`config.mk`:
```
export PLATFORM = sky130hd
export DESIGN_NAME = ctl_ep_csr
export DESIGN_NICKNAME = d
export VERILOG_FILES = /design/src/rtl/ctl_ep_pkg.sv /design/src/rtl/ctl_ep_cmd_dec.sv /design/src/rtl/ctl_ep_state.sv /design/src/rtl/ctl_ep_irq.sv /design/src/rtl/ctl_ep_csr.sv
export SDC_FILE = /design/constraint.sdc
export NUM_CORES = 1
export LEC_CHECK = 0
export ABC_CLOCK_PERIOD_IN_PS = 900
export BUFFER_PORTS_ARGS = -buffer_cell sky130_fd_sc_hd__buf_2
export CAP_MARGIN = 0
export CELL_PAD_IN_SITES_DETAIL_PLACEMENT = 0
export CELL_PAD_IN_SITES_GLOBAL_PLACEMENT = 2
export CORE_ASPECT_RATIO = 1.4
export CORE_UTILIZATION = 21
export DETAILED_ROUTE_END_ITERATION = 8
export GPL_TIMING_DRIVEN = 0
export HOLD_SLACK_MARGIN = 0.08
export PLACE_DENSITY_LB_ADDON = 0.12
export SLEW_MARGIN = 40
export SYNTH_ARGS = -nofsm -noshare
export SYNTH_HDL_FRONTEND = slang
export SYNTH_SLANG_ARGS = --single-unit
```
`constraint.sdc`:
```
create_clock -name clk -period 0.9 [get_ports clk]
set_input_delay 0.18 -clock clk [delete_from_list [all_inputs] [get_ports clk]]
set_output_delay 0.18 -clock clk [all_outputs]
set_load 0.1 [all_outputs]
```
`src/rtl/ctl_ep_pkg.sv`:
```
package ctl_ep_pkg;
  localparam int CSR_W = 8;
  // bit positions are decoded by firmware, so they are fixed
  localparam int B_CLR_EARLY = 7;
  localparam int B_CLR_RX    = 6;
  localparam int B_STALL_REQ = 5;
  localparam int B_EARLY_END = 4;
  localparam int B_DATA_END  = 3;
  localparam int B_STALL_OUT = 2;
  localparam int B_IN_RDY    = 1;
  localparam int B_RX_RDY    = 0;
  localparam int NUM_IRQ_SRC = 4;

  typedef struct packed {
    logic clr_early;
    logic clr_rx;
    logic set_stall;
    logic set_data_end;
    logic clr_stall_out;
    logic set_in_rdy;
  } csr_cmd_t;

  typedef struct packed {
    logic stall_req;
    logic early_end;
    logic data_end;
    logic stall_out;
    logic in_rdy;
    logic rx_rdy;
  } csr_state_t;
endpackage

```
`src/rtl/ctl_ep_cmd_dec.sv`:
```
module ctl_ep_cmd_dec
  import ctl_ep_pkg::*;
(
  input  logic             wr,
  input  logic [CSR_W-1:0] wdata,
  output csr_cmd_t         cmd
);
  // read-only positions are deliberately ignored
  logic unused_ro;
  assign unused_ro = ^{wdata[B_EARLY_END], wdata[B_RX_RDY]};

  always_comb begin
    cmd.clr_early     = wr & wdata[B_CLR_EARLY];
    cmd.clr_rx        = wr & wdata[B_CLR_RX];
    cmd.set_stall     = wr & wdata[B_STALL_REQ];
    cmd.set_data_end  = wr & wdata[B_DATA_END];
    cmd.clr_stall_out = wr & ~wdata[B_STALL_OUT];
    cmd.set_in_rdy    = wr & wdata[B_IN_RDY];
  end
endmodule

```
`src/rtl/ctl_ep_state.sv`:
```
module ctl_ep_state
  import ctl_ep_pkg::*;
(
  input  logic       clk,
  input  logic       rst,
  input  csr_cmd_t   cmd,
  input  logic       ev_early_end,
  input  logic       ev_rx_pkt,
  input  logic       ev_in_sent,
  input  logic       ev_stall_sent,
  input  logic       ev_status_done,
  output csr_state_t st,
  output logic       flush
);
  csr_state_t st_nxt;

  always_comb begin
    // hardware set wins over firmware clear
    st_nxt.early_end = ev_early_end  | (st.early_end & ~cmd.clr_early);
    st_nxt.rx_rdy    = ev_rx_pkt     | (st.rx_rdy    & ~cmd.clr_rx);
    st_nxt.stall_out = ev_stall_sent | (st.stall_out & ~cmd.clr_stall_out);
    // firmware set wins over hardware self-clear
    st_nxt.stall_req = cmd.set_stall    | (st.stall_req & ~ev_stall_sent);
    st_nxt.in_rdy    = cmd.set_in_rdy   | (st.in_rdy    & ~ev_in_sent);
    st_nxt.data_end  = cmd.set_data_end | (st.data_end  & ~ev_status_done);
  end

  always_ff @(posedge clk) begin
    if (rst) begin
      st    <= '0;
      flush <= 1'b0;
    end else begin
      st    <= st_nxt;
      flush <= ev_early_end;
    end
  end


  early_set_chk: assert property (@(posedge clk) disable iff (rst)
    ev_early_end |=> (st.early_end && flush));

  rx_set_wins_chk: assert property (@(posedge clk) disable iff (rst)
    (ev_rx_pkt && cmd.clr_rx) |=> st.rx_rdy);

  stall_drop_chk: assert property (@(posedge clk) disable iff (rst)
    (ev_stall_sent && !cmd.set_stall) |=> (!st.stall_req && st.stall_out));

  stall_out_hold_chk: assert property (@(posedge clk) disable iff (rst)
    (st.stall_out && !cmd.clr_stall_out) |=> st.stall_out);

  in_rdy_set_chk: assert property (@(posedge clk) disable iff (rst)
    cmd.set_in_rdy |=> st.in_rdy);

  data_end_drop_chk: assert property (@(posedge clk) disable iff (rst)
    (ev_status_done && !cmd.set_data_end) |=> !st.data_end);
endmodule

```
`src/rtl/ctl_ep_irq.sv`:
```
module ctl_ep_irq #(
  parameter int NSRC = 4
) (
  input  logic            clk,
  input  logic            rst,
  input  logic [NSRC-1:0] src,
  input  logic            en,
  input  logic            clr,
  output logic            irq
);
  logic pend, pend_nxt;

  assign pend_nxt = (|src) | (pend & ~clr);

  always_ff @(posedge clk) begin
    if (rst) begin
      pend <= 1'b0;
      irq  <= 1'b0;
    end else begin
      pend <= pend_nxt;
      irq  <= pend_nxt & en;
    end
  end


  irq_sticky_chk: assert property (@(posedge clk) disable iff (rst)
    (|src) |=> pend);

  irq_gate_chk: assert property (@(posedge clk) disable iff (rst)
    !en |=> !irq);
endmodule

```
`src/rtl/ctl_ep_csr.sv`:
```
module ctl_ep_csr
  import ctl_ep_pkg::*;
(
  input  logic             clk,
  input  logic             rst,
  input  logic             cpu_wr,
  input  logic [CSR_W-1:0] cpu_wdata,
  output logic [CSR_W-1:0] cpu_rdata,
  input  logic             ev_early_end,
  input  logic             ev_rx_pkt,
  input  logic             ev_in_sent,
  input  logic             ev_stall_sent,
  input  logic             ev_status_done,
  output logic             eng_stall_req,
  output logic             eng_in_ready,
  output logic             eng_data_end,
  output logic             fifo_flush,
  input  logic             irq_en,
  input  logic             irq_clr,
  output logic             irq
);
  csr_cmd_t   cmd;
  csr_state_t st;
  logic [CSR_W-1:0] image;

  ctl_ep_cmd_dec u_dec (
    .wr    (cpu_wr),
    .wdata (cpu_wdata),
    .cmd   (cmd)
  );

  ctl_ep_state u_state (
    .clk            (clk),
    .rst            (rst),
    .cmd            (cmd),
    .ev_early_end   (ev_early_end),
    .ev_rx_pkt      (ev_rx_pkt),
    .ev_in_sent     (ev_in_sent),
    .ev_stall_sent  (ev_stall_sent),
    .ev_status_done (ev_status_done),
    .st             (st),
    .flush          (fifo_flush)
  );

  ctl_ep_irq #(.NSRC(NUM_IRQ_SRC)) u_irq (
    .clk (clk),
    .rst (rst),
    .src ({ev_early_end, ev_rx_pkt, ev_in_sent, ev_stall_sent}),
    .en  (irq_en),
    .clr (irq_clr),
    .irq (irq)
  );

  always_comb begin
    image = '0;
    image[B_STALL_REQ] = st.stall_req;
    image[B_EARLY_END] = st.early_end;
    image[B_DATA_END]  = st.data_end;
    image[B_STALL_OUT] = st.stall_out;
    image[B_IN_RDY]    = st.in_rdy;
    image[B_RX_RDY]    = st.rx_rdy;
  end

  always_ff @(posedge clk) begin
    if (rst) cpu_rdata <= '0;
    else     cpu_rdata <= image;
  end

  assign eng_stall_req = st.stall_req;
  assign eng_in_ready  = st.in_rdy;
  assign eng_data_end  = st.data_end;


  cmd_bits_zero_chk: assert property (@(posedge clk) disable iff (rst)
    (cpu_rdata[B_CLR_EARLY] == 1'b0) && (cpu_rdata[B_CLR_RX] == 1'b0));

  rdata_lag_chk: assert property (@(posedge clk) disable iff (rst)
    $rose(eng_in_ready) |=> cpu_rdata[B_IN_RDY]);
endmodule

```
# Word level (Yosys, flattened, before mapping)
# Index checks and enable logic that the tools add are counted.
# totals
register_bits,17
word_cells,41
romBits,0
ramBits,0
inputBits,18
mem_count,0
out_inout_bits,13
latch_bits,0
# classes
muxes,0
shifts,0
magnitude_cmp,0
n_mul,0
bitwise_logic,29
div_mod_pow,0
eq_ne,0
addsub,0
n_reduce_logical,1
# op_table
operator,n
$and 1x1->1,14
$not 1->1,8
$or 1x1->1,7
$reduce_or 4->1,1

# Longest topological paths before layout
# logic_depth
ltp_word,5
depth_mapped,3
ltp_nobuf,3

# Hierarchy
# From an unflattened synthesis, not the netlist that was laid out.
# unflattened
hier_cells,54
hier_area_um2,589.3
# modules_own_cells
module,instances,area_per_inst_um2,cells_each,seq_area_each_um2
ctl_ep_state,1,282.8,26,140.1
ctl_ep_csr,1,176.4,15,120.1
ctl_ep_irq,1,83.8,7,40.0
ctl_ep_cmd_dec,1,46.3,6,0.0

# Worst setup path after synthesis
# No wires, ideal clock.
# synth_path
path_type,register to register
start,"register, netlist name u_state.st[1]"
end,"register, netlist name u_state.st[1]"
synth_period_minus_slack_ns,1.240
path_stages_with_launch,3
path_slack_ns,-0.340
t_arrival_ns,1.169
required_ns,0.829
setup_ns,0.071
n_path_buf,0
path_cell_list,dfxtp_1 > nand2b_1 > a21oi_1
# synth_between
elab_chain_len,2
# synth_rtl
element,line_no,rtl
$and 1x1->1,ctl_ep_state.sv:24,st_nxt.in_rdy = cmd.set_in_rdy | (st.in_rdy & ~ev_in_sent);
$or 1x1->1,ctl_ep_state.sv:24,
# Every way passes these cells.
# A chain may end at the register's enable or synchronous reset.

# Worst setup path in the final report
# layout_path
start,"register, netlist name u_state.st[5]"
end,output port eng_stall_req
# layout_lines
element,line_no,rtl
to (decl),ctl_ep_csr.sv:14,"output logic eng_stall_req,"
# No word-level cell between the ends.

==> results.ini <==
[place]
gp_congestion = 0.655
io_buffers = 26
post-place-ws_ns = -0.0520

[floorplan]
rows = 20
core_area_um2 = 2180
die_h_um = 58.6
ioPinCount = 31
start_util = 0.221
die_area_um2 = 2490
die_x_um = 42.4

[grt]
grt_usage = 0.0959
grt_antenna_before_repair = 0
gr-total-overflow = 0
grt_pass1_wl_mm = 1.71
grt_max_degree = 11
grt_pass1_vias = 408

[power_and_ir_drop]
power_density_nw_per_um2 = 1730
cellLeakagePower_nw = 0.396
ir_worst_vdd_mv = 0.534

[critical_path]
startpoint_type = register
worstPathCellList = buf_12
critPathSlowestCell = dfxtp_4
critPathBufInv = 1
worstSetupEndpointType = output port
worst_r2r_path_depth = 4
cp.arrival_ns = 0.81
critPathMaxFanout = 2
worst-path-stages = 1
critPathMaxStageDelay_ns = 0.37
worstSetupPathType = reg2out
crit_family = flip-flops
cp.required_ns = 0.72

[finish]
drive_above_1_share = 0.573
post-route-util = 0.405
antenna_cells = 0
syn2layout_area_growth_pct = 83.6
finalNetCount = 101

[logic_synthesis]
ys.flop_type = dfxtp_1
synth_cell_types = 12
ys_seq_area_frac = 0.625
yosysMostFrequentCell = dfxtp_1
avgSynthCellArea_um2 = 10.2
synthCells = 47
synth-seq-cells = 15
synth_area_leader_cell = dfxtp_1
ys.warnings.count = 0
ys_top_cells_by_count = dfxtp_1 (15), nor2b_1 (7), a21oi_1 (6)
async_flop_share = 0
synth_top_area_frac = 0.625
synth.area.top_cells = dfxtp_1 (63%), nor2b_1 (9.1%), nand2b_1 (6.5%)
syn_area_um2 = 480
synth-edff-count = 0

[timing]
worst_slack_ns = -0.0907
rsz0062_at_grt = true
finalHoldViolCount = 0
fin_crit_ns = 0.991
slew_violations = 0
setup-tns-final_ns = -0.819
fmax_mhz = 1010
finalSetupViolCount = 11
whs_ns = 0.0943
fin_crit_sh = 1.10
finClkSkew_ns = 0.000197

[drt]
avgRoutedWirePerCell_um = 9.67
drt-initial-drc-count = 3
drc_errors = 0
vias = 425
ant_nets = 0
drt_pass1_iterations = 2
avgViaCountPerCell = 4.09
drt-total-wl_mm = 1.01

[clock_network]
cts-buffers-inserted = 3
numClockSinks = 15
clkTransAtPathRegs_ns = 0.09
htree_levels = 1
cts_buffer_depth = 2
cts_hold_buf = 0
clock_latency_ns = 0.28
cts-root-buf = clkbuf_4
cts_tree = done

[outcome]
status = finished with violations
violations = negative setup slack

[worst_hold_path]
holdPathStages = 2
min_path_type = in2reg

[run]
cap_viol_max_count = 0

-- through the flow --
step	power [mW]	cells	cell area [um^2]
floorplan	0.994	48	503
global placement	1.07	96	661
detailed placement	1.07	96	661
CTS	1.55	103	875
global route	1.61	104	882
finish	1.53	104	882
-- placed cells by master, fill, tap and decap left out, types with 3 or more instances in the layout --
master and count:
a21oi_1 6, nand2_1 5, dfxtp_1 4, buf_2 15
dfxtp_2 9, buf_12 11, nor2b_1 7, nand2b_1 5
clkbuf_4 3, buf_4 6
-- layer usage --
layer  share of wire  vias to the layer above  track usage
met5               0                        -            0
met4          0.0099                        0       0.0804
met3           0.057                        2       0.0184
met2            0.52                       18        0.156
met1            0.42                      191        0.107
li1                -                      214            -
-- sequential cells by signal (all words and copies together), names as in the netlist --
name           flops
u_state.flush      1
u_irq.irq          1
u_state.st         6
cpu_rdata          6
u_irq.pend         1
-- cells by family after synthesis --
group,after synthesis,share of synthesized area
and+or+nand+nor,21,0.250
DFF,15,0.625
buffers and inverters,3,0.0390
other,1,0.00781
AOI/OAI and AO/OA,7,0.0781
-- timing repair --
action                     in CTS  in global routing
resized for setup              44                  0
buffers inserted                3                  1
setup endpoints to repair      11                 11
-- where the power goes --
part	switching (mW)	total, mW	internal, mW
Clock	0.203	0.374	0.172
Combinational	0.268	0.425	0.157
Sequential	0.0242	0.727	0.703
-- final timing paths --
check                                   start            end  slack (ns)
worst max-delay path            u_state.st[5]  eng_stall_req       -0.09
worst min-delay path                   irq_en      u_irq.irq        0.09
worst max register to register  u_state.st[1]  u_state.st[1]        0.08
worst min register to register  u_state.st[0]   cpu_rdata[0]        0.47
-- area by class of cell --
cell class / instances / area, um^2
plain buffers: 3 / 18.8
flip-flops and latches: 15 / 319
fillers: 217 / 1290
repair buffers: 30 / 325
well taps: 22 / 27.5
multi-input cells: 30 / 165
clock buffers: 4 / 26.3
(Power assumes the default switching activity.)
